--- config.mk ---
export PLATFORM = sky130hd
export DESIGN_NAME = agu_ea_unit
export DESIGN_NICKNAME = d
export VERILOG_FILES = /design/src/rtl/agu_pkg.sv /design/src/rtl/agu_offset_calc.sv /design/src/rtl/agu_seg_select.sv /design/src/rtl/agu_phys_calc.sv /design/src/rtl/agu_out_stage.sv /design/src/rtl/agu_ea_unit.sv
export SDC_FILE = /design/constraint.sdc
export NUM_CORES = 1
export LEC_CHECK = 0
export ABC_CLOCK_PERIOD_IN_PS = 7000
export BUFFER_PORTS_ARGS = -buffer_cell sky130_fd_sc_hd__buf_2
export CAP_MARGIN = 20
export CORE_MARGIN = 5
export CORE_UTILIZATION = 40
export CTS_BUF_LIST = sky130_fd_sc_hd__clkbuf_16
export CTS_CLUSTER_SIZE = 14
export DETAILED_ROUTE_END_ITERATION = 7
export PLACE_DENSITY = 0.75
export SLEW_MARGIN = 25
export SYNTH_ARGS = -nofsm -noshare
export SYNTH_HDL_FRONTEND = slang
export SYNTH_SLANG_ARGS = --single-unit
--- constraint.sdc ---
create_clock -name clk -period 7 [get_ports clk]
set_clock_uncertainty 0.05 [all_clocks]
set_input_delay 1.05 -clock clk [delete_from_list [all_inputs] [get_ports clk]]
set_output_delay 1.05 -clock clk [all_outputs]
set_load 0.01 [all_outputs]
--- src/rtl/agu_pkg.sv ---
// Package: shared encodings for the effective address generator.
// Assumes: mode and segment codes are fixed by the decoder contract.
package agu_pkg;
    typedef enum logic [2:0] {
        AM_REG      = 3'd0,
        AM_IMM      = 3'd1,
        AM_DIRECT   = 3'd2,
        AM_REGIND   = 3'd3,
        AM_BASED    = 3'd4,
        AM_INDEXED  = 3'd5,
        AM_BASEIDX  = 3'd6,
        AM_RSVD     = 3'd7
    } amode_e;

    typedef enum logic [1:0] {
        SEG_EXTRA = 2'd0,
        SEG_CODE  = 2'd1,
        SEG_STACK = 2'd2,
        SEG_DATA  = 2'd3
    } seg_e;
endpackage

--- src/rtl/agu_offset_calc.sv ---
// Module: agu_offset_calc
// Forms the 16-bit effective offset for every memory addressing mode.
// It also says whether BP took part (which sets the default segment) and
// whether a memory access exists at all.
// Assumes: SHORT_W < OFS_W; the sums wrap at OFS_W bits.
module agu_offset_calc
    import agu_pkg::*;
#(
    parameter int OFS_W   = 16,
    parameter int SHORT_W = 8
) (
    input  logic [2:0]       mode,
    input  logic [1:0]       ind_sel,
    input  logic             base_sel,
    input  logic             idx_sel,
    input  logic [OFS_W-1:0] disp,
    input  logic             disp_wide,
    input  logic [OFS_W-1:0] reg_bx,
    input  logic [OFS_W-1:0] reg_bp,
    input  logic [OFS_W-1:0] reg_si,
    input  logic [OFS_W-1:0] reg_di,
    output logic [OFS_W-1:0] ofs,
    output logic             mem_acc,
    output logic             uses_bp
);
    localparam int EXT_W = OFS_W - SHORT_W;

    logic [OFS_W-1:0] disp_ext;
    logic [OFS_W-1:0] base_val;
    logic [OFS_W-1:0] idx_val;
    logic [OFS_W-1:0] ind_val;

    // Widen the displacement: either full width or a sign-extended short form.
    always_comb begin
        if (disp_wide) disp_ext = disp;
        else           disp_ext = {{EXT_W{disp[SHORT_W-1]}}, disp[SHORT_W-1:0]};
    end

    // Select the base and index operands.
    always_comb begin
        base_val = base_sel ? reg_bp : reg_bx;
        idx_val  = idx_sel  ? reg_di : reg_si;
    end

    // Select the pointer for register-indirect mode.
    always_comb begin
        unique case (ind_sel)
            2'd0:    ind_val = reg_bx;
            2'd1:    ind_val = reg_bp;
            2'd2:    ind_val = reg_si;
            default: ind_val = reg_di;
        endcase
    end

    // Combine operands per mode; non-memory modes yield zero.
    always_comb begin
        ofs     = '0;
        mem_acc = 1'b0;
        uses_bp = 1'b0;
        unique case (amode_e'(mode))
            AM_DIRECT: begin
                ofs     = disp;
                mem_acc = 1'b1;
            end
            AM_REGIND: begin
                ofs     = ind_val;
                mem_acc = 1'b1;
                uses_bp = (ind_sel == 2'd1);
            end
            AM_BASED: begin
                ofs     = base_val + disp_ext;
                mem_acc = 1'b1;
                uses_bp = base_sel;
            end
            AM_INDEXED: begin
                ofs     = idx_val + disp_ext;
                mem_acc = 1'b1;
            end
            AM_BASEIDX: begin
                ofs     = base_val + idx_val;
                mem_acc = 1'b1;
                uses_bp = base_sel;
            end
            default: begin
                ofs     = '0;
                mem_acc = 1'b0;
                uses_bp = 1'b0;
            end
        endcase
    end
endmodule

--- src/rtl/agu_seg_select.sv ---
// Module: agu_seg_select
// Picks the segment code and its value: stack when BP took part, data
// otherwise. An enabled override replaces that choice.
// Assumes: segment codes 0..3 map to ES, CS, SS, DS.
module agu_seg_select
    import agu_pkg::*;
#(
    parameter int SEG_W = 16
) (
    input  logic             uses_bp,
    input  logic             ovr_en,
    input  logic [1:0]       ovr_sel,
    input  logic [SEG_W-1:0] seg_es,
    input  logic [SEG_W-1:0] seg_cs,
    input  logic [SEG_W-1:0] seg_ss,
    input  logic [SEG_W-1:0] seg_ds,
    output logic [1:0]       seg_code,
    output logic [SEG_W-1:0] seg_val
);
    // Default-or-override segment choice.
    always_comb begin
        if (ovr_en)       seg_code = ovr_sel;
        else if (uses_bp) seg_code = SEG_STACK;
        else              seg_code = SEG_DATA;
    end

    // Look up the value of the chosen segment register.
    always_comb begin
        unique case (seg_e'(seg_code))
            SEG_EXTRA: seg_val = seg_es;
            SEG_CODE:  seg_val = seg_cs;
            SEG_STACK: seg_val = seg_ss;
            default:   seg_val = seg_ds;
        endcase
    end
endmodule

--- src/rtl/agu_phys_calc.sv ---
// Module: agu_phys_calc
// Shifts the segment value left by SEG_SHIFT, adds the offset, and keeps
// the low PA_W bits. A gate forces zero when no memory access exists.
// Assumes: PA_W <= SEG_W + SEG_SHIFT and OFS_W <= SEG_W + SEG_SHIFT.
module agu_phys_calc #(
    parameter int SEG_W     = 16,
    parameter int OFS_W     = 16,
    parameter int SEG_SHIFT = 4,
    parameter int PA_W      = 20
) (
    input  logic             mem_acc,
    input  logic [SEG_W-1:0] seg_val,
    input  logic [OFS_W-1:0] ofs,
    output logic [PA_W-1:0]  phys
);
    localparam int SUM_W = SEG_W + SEG_SHIFT;

    logic [SUM_W-1:0] sum;

    // Full-width sum of the shifted segment and the zero-extended offset.
    always_comb begin
        sum = {seg_val, {SEG_SHIFT{1'b0}}} + {{(SUM_W-OFS_W){1'b0}}, ofs};
    end

    // Truncate to the physical width; zero for non-memory requests.
    always_comb begin
        phys = mem_acc ? sum[PA_W-1:0] : '0;
    end
endmodule

--- src/rtl/agu_out_stage.sv ---
// Module: agu_out_stage
// A one-entry register stage with valid/ready on both sides. It takes a
// new word when empty, or on the same edge the held word is consumed.
// Assumes: synchronous active-low reset.
module agu_out_stage #(
    parameter int W = 8
) (
    input  logic         clk,
    input  logic         rst_n,
    input  logic         in_valid,
    output logic         in_ready,
    input  logic [W-1:0] in_data,
    output logic         out_valid,
    input  logic         out_ready,
    output logic [W-1:0] out_data
);
    logic load;

    // Ready when empty or when the held word leaves this cycle.
    always_comb begin
        in_ready = !out_valid || out_ready;
        load     = in_valid && in_ready;
    end

    // Hold register and its valid flag.
    always_ff @(posedge clk) begin
        if (!rst_n) begin
            out_valid <= 1'b0;
            out_data  <= '0;
        end else if (load) begin
            out_valid <= 1'b1;
            out_data  <= in_data;
        end else if (out_ready) begin
            out_valid <= 1'b0;
        end
    end
endmodule

--- src/rtl/agu_ea_unit.sv ---
// Module: agu_ea_unit (top)
// Effective and physical address generator for a segmented 16-bit
// machine. It chains the offset, segment and physical-address logic into
// one registered handshake stage.
// Assumes: register and segment inputs are steady on the accepting edge.
module agu_ea_unit #(
    parameter int OFS_W     = 16,
    parameter int SHORT_W   = 8,
    parameter int SEG_SHIFT = 4,
    parameter int PA_W      = 20
) (
    input  logic             clk,
    input  logic             rst_n,
    input  logic             in_valid,
    output logic             in_ready,
    input  logic [2:0]       mode,
    input  logic [1:0]       ind_sel,
    input  logic             base_sel,
    input  logic             idx_sel,
    input  logic [OFS_W-1:0] disp,
    input  logic             disp_wide,
    input  logic             seg_ovr_en,
    input  logic [1:0]       seg_ovr_sel,
    input  logic [OFS_W-1:0] reg_bx,
    input  logic [OFS_W-1:0] reg_bp,
    input  logic [OFS_W-1:0] reg_si,
    input  logic [OFS_W-1:0] reg_di,
    input  logic [OFS_W-1:0] seg_es,
    input  logic [OFS_W-1:0] seg_cs,
    input  logic [OFS_W-1:0] seg_ss,
    input  logic [OFS_W-1:0] seg_ds,
    output logic             out_valid,
    input  logic             out_ready,
    output logic             out_mem,
    output logic [1:0]       out_seg_sel,
    output logic [OFS_W-1:0] out_offset,
    output logic [PA_W-1:0]  out_phys
);
    localparam int PAY_W = 1 + 2 + OFS_W + PA_W;

    logic [OFS_W-1:0] c_ofs;
    logic             c_mem;
    logic             c_bp;
    logic [1:0]       c_seg;
    logic [OFS_W-1:0] c_segval;
    logic [PA_W-1:0]  c_phys;
    logic [PAY_W-1:0] c_pay;
    logic [PAY_W-1:0] r_pay;

    agu_offset_calc #(.OFS_W(OFS_W), .SHORT_W(SHORT_W)) u_ofs (
        .mode(mode), .ind_sel(ind_sel), .base_sel(base_sel), .idx_sel(idx_sel),
        .disp(disp), .disp_wide(disp_wide),
        .reg_bx(reg_bx), .reg_bp(reg_bp), .reg_si(reg_si), .reg_di(reg_di),
        .ofs(c_ofs), .mem_acc(c_mem), .uses_bp(c_bp)
    );

    agu_seg_select #(.SEG_W(OFS_W)) u_seg (
        .uses_bp(c_bp), .ovr_en(seg_ovr_en), .ovr_sel(seg_ovr_sel),
        .seg_es(seg_es), .seg_cs(seg_cs), .seg_ss(seg_ss), .seg_ds(seg_ds),
        .seg_code(c_seg), .seg_val(c_segval)
    );

    agu_phys_calc #(.SEG_W(OFS_W), .OFS_W(OFS_W), .SEG_SHIFT(SEG_SHIFT), .PA_W(PA_W)) u_phys (
        .mem_acc(c_mem), .seg_val(c_segval), .ofs(c_ofs), .phys(c_phys)
    );

    // Pack the combinational result for the register stage.
    always_comb begin
        c_pay = {c_mem, c_seg, c_ofs, c_phys};
    end

    agu_out_stage #(.W(PAY_W)) u_stage (
        .clk(clk), .rst_n(rst_n),
        .in_valid(in_valid), .in_ready(in_ready), .in_data(c_pay),
        .out_valid(out_valid), .out_ready(out_ready), .out_data(r_pay)
    );

    // Unpack the registered result onto the output ports.
    always_comb begin
        {out_mem, out_seg_sel, out_offset, out_phys} = r_pay;
    end
endmodule

==> results.yml <==
run_status:
  run_status: "finished clean"
cells_and_area:
  final_design_area_no_fill_um2: 6740
  final_cell_mix: "sky130_fd_sc_hd__buf_2 (199), sky130_fd_sc_hd__nand2_1 (61), sky130_fd_sc_hd__nor2_1 (60)"
  utilization_pct: 50.5
  layout_commonest_cell: "sky130_fd_sc_hd__buf_2"
  fraction_of_layout_instances_using_a_drive_strength_above_1_pct: 37.9
  area.growth.synth_to_final_pct: 23.3
  antenna_cells: 0
  nNetsFinal: 1027
cts:
  clk_path_buf_depth: 2
  cts_setup_buffers: 0
  htreeDepth: 2
  clock-sinks: 40
  cts.reportedPaths.clkPinSlew_ns: 0.06
  post_cts_resize_count: 0
  cts_tree: "yes"
  numCtsBuffers: 5
  clock-root-buffer: "sky130_fd_sc_hd__clkbuf_16"
  cts_hold_buffers: 0
  clk_latency_ns: 0.28
critical_path:
  path_max_fanout: 17
  worstPathRequired_ns: 7.11
  cp_slowest_cell: "sky130_fd_sc_hd__mux2_2"
  ff2ff_setup_slack_ns: 4.97
  path_delay_family: "compound AO/OA/AOI/OAI gates"
  worstSetupStartpointType: "primary input"
  crit_chain: "buf_2, mux2_2, mux2_2, ha_1, inv_1, fa_1, nor2b_4, o31a_1, o21a_1, nor2_1, xnor2_1, nand2_1, o221a_2, o22ai_1, ha_1, a21oi_1, o21ai_0, and2_1, nor2b_2, a211oi_4, o31ai_4, a221oi_2, xor2_1, o21ai_1"
  worst-setup-path-type: "primary input to flip-flop"
  slowest_stage_delay_on_critical_path_ns: 0.40
  crit_arrival_ns: 6.09
  worstSetupEndpointType: "flip-flop"
  timing.critical_path.buf_inv: 2
pwr:
  leakage_nw: 3.12
  p_comb_share_pct: 56.4
  power.density_nw_per_um2: 166
  sw_share_pct: 40.0
  p_sw_mw: 0.446
  pwr-share-clk_pct: 20.0
  ir_drop_uv: 99.2
  power_internal_mw: 0.670
  power.sequential.fraction_pct: 23.6
synth:
  synth-edff-count: 0
  synth_flop_cell: "sky130_fd_sc_hd__dfxtp_1"
  postSynthNetCount: 847
  fraction_of_the_yosys_area_taken_by_sequential_cells_pct: 14.6
  ys_types: 77
  synth_area_um2: 5470
  asyncSetResetFlopFracSynth_pct: 0
  postSynthRegisterBits: 40
  post_synth.cell_area_avg_um2: 8.49
  synth-warning-count: 0
  syn_inst: 644
drt:
  vias_per_cell: 5.64
  remaining_drc_errors: 0
  route.final.wire_length_mm: 17.1
  vias: 5649
  drt_pass_1_iters: 5
  dr.first_iter.drc_count: 378
  antenna_left: 0
  wl_per_cell_um: 17.1
floorplan:
  core_um2: 13300
  io_pins: 200
  rows: 42
  die_w_um: 127
  initial_utilization_pct: 41.0
  die_h_um: 127
  die_area_um2: 16100
timing:
  timing.final.ws_setup_ns: 1.03
  setup_viol: 0
  hold_fails_final_rpt: 0
  grt_setup_unrepaired: "false"
  achievable-frequency_mhz: 167
  fin_crit_ns: 5.97
  tns_ns: 0
  post-route-period-util_pct: 85.3
  timing_worst_slew_pin_value_ns: 0.956
  timing.max_slew.rel_slack_pct: 36.3
  slew_violations: 0
  fin_hold_ws_ns: 0.391
placement:
  port-buffer-count: 199
  detailedPlacementHpwl_mm: 14.2
  routabilityCongestion: 0.974
  placedInstanceArea_um2: 6600
  worst_slack_after_detailed_placement_ns: 0.837
global_route:
  via_count_of_the_first_global_routing_pass: 5456
  grt_antenna_before_repair: 0
  grt_max_degree: 33
  overflow: 0
  grt_use_total_pct: 20.3
  grt_first_pass_wirelength_mm: 26.9
job:
  max_cap_viol_count: 0
hold_path:
  hp-class: "flip-flop to flip-flop"
[layout make-up]
class / count / area [um^2]
flip-flops and latches: 40 / 801
fillers: 1319 / 6610
well taps: 176 / 220
clock inverters: 3 / 17.5
multi-input cells: 545 / 4430
repair buffers: 207 / 1060
clock buffers: 5 / 125
inverters: 25 / 93.8
[path summary, 6_finish.rpt]
kind                        start              endpoint  cells past startpoint
max                      base_sel  u_stage.out_data[15]                     24
min          u_stage.out_data[14]  u_stage.out_data[14]                      2
max reg2reg     u_stage.out_valid  u_stage.out_data[18]                      8
min reg2reg  u_stage.out_data[14]  u_stage.out_data[14]                      2
[power by group through the flow]
stage	registers, mW	clock network, mW	logic (mW)
after global routing	0.266	0.239	0.694
after global placement	0.267	0	0.614
after CTS	0.263	0.228	0.626
after detailed placement	0.268	0	0.623
after floorplan	0.278	0	0.443
final	0.263	0.223	0.629
[synthesized netlist by cell type, types with 3 or more instances]
cell                       number  share of area, %
sky130_fd_sc_hd__nand2_1       61               4.2
sky130_fd_sc_hd__nor3_1         7              0.64
sky130_fd_sc_hd__nand3_1       15               1.4
sky130_fd_sc_hd__mux2i_1        5              0.92
sky130_fd_sc_hd__o21ai_0       30               2.7
sky130_fd_sc_hd__nor2_1        60               4.1
sky130_fd_sc_hd__a21o_1        16               2.2
sky130_fd_sc_hd__ha_1          41               9.4
sky130_fd_sc_hd__a22oi_1       18               2.5
sky130_fd_sc_hd__buf_1          4              0.27
sky130_fd_sc_hd__nor2b_1       19               2.2
sky130_fd_sc_hd__o211ai_1       6              0.82
sky130_fd_sc_hd__xnor2_1       21               3.4
sky130_fd_sc_hd__a31oi_1        4              0.46
sky130_fd_sc_hd__inv_1         25               1.7
sky130_fd_sc_hd__buf_2          5              0.46
sky130_fd_sc_hd__a21oi_1       42               3.8
sky130_fd_sc_hd__dfxtp_1       40                15
sky130_fd_sc_hd__and2_1         9               1.0
sky130_fd_sc_hd__o21a_1        13               1.8
sky130_fd_sc_hd__or2_2          3              0.34
sky130_fd_sc_hd__mux4_2        26                11
sky130_fd_sc_hd__nor3b_1        7              0.96
sky130_fd_sc_hd__a211o_1        3              0.48
sky130_fd_sc_hd__clkbuf_1      22               1.5
sky130_fd_sc_hd__nand2b_1       5              0.57
sky130_fd_sc_hd__o211a_1        3              0.55
sky130_fd_sc_hd__a221oi_1       3              0.48
sky130_fd_sc_hd__fa_1           3               1.1
sky130_fd_sc_hd__xor2_1        14               2.2
sky130_fd_sc_hd__o31a_1         4              0.64
sky130_fd_sc_hd__and3_1         3              0.34
sky130_fd_sc_hd__o21ai_1        7              0.64
sky130_fd_sc_hd__a211oi_1       4              0.55
sky130_fd_sc_hd__mux2_2        44               9.1
sky130_fd_sc_hd__nand4_1        3              0.34
sky130_fd_sc_hd__o31ai_2        3              0.69
[worst min-delay path, stage by stage (launching register included)]
cell                      delay, ns
sky130_fd_sc_hd__dfxtp_1       0.30
sky130_fd_sc_hd__nand2_1       0.05
sky130_fd_sc_hd__o21ai_1       0.05
[per-stage QoR]
| step | std cells | power (mW) |
|---|---|---|
| 2_1_floorplan | 644 | 0.721 |
| 3_3_place_gp | 993 | 0.881 |
| 3_5_place_dp | 993 | 0.891 |
| 4_1_cts | 1001 | 1.12 |
| 5_1_grt | 1001 | 1.20 |
| 6_report | 1001 | 1.12 |
[logic make-up (layout without fill, tap and decap cells)]
family / count (synthesis) / in the layout / share of synthesized area, %
buf+inv: 59 / 240 / 4.44
simple gates: 202 / 202 / 18.1
compound gates: 185 / 185 / 24.7
flops: 40 / 40 / 14.6
fa+ha+maj: 45 / 45 / 10.7
xor+xnor: 36 / 36 / 5.90
mux: 77 / 77 / 21.6
[registers in the layout, indices dropped and copies added, names as in the netlist]
name / cells
u_stage.out_data: 39
u_stage.out_valid: 1
[per-layer routing]
| layer | up-vias | track usage [%] | part of all wire [%] |
|---|---|---|---|
| li1 | 2748 | - | - |
| met2 | 234 | 34.5 | 47 |
| met5 | - | 0 | 0 |
| met4 | 0 | 4.04 | 1.1 |
| met1 | 2654 | 27.1 | 44 |
| met3 | 13 | 3.70 | 8.1 |
No activity file was read; power rests on OpenSTA's default activity.
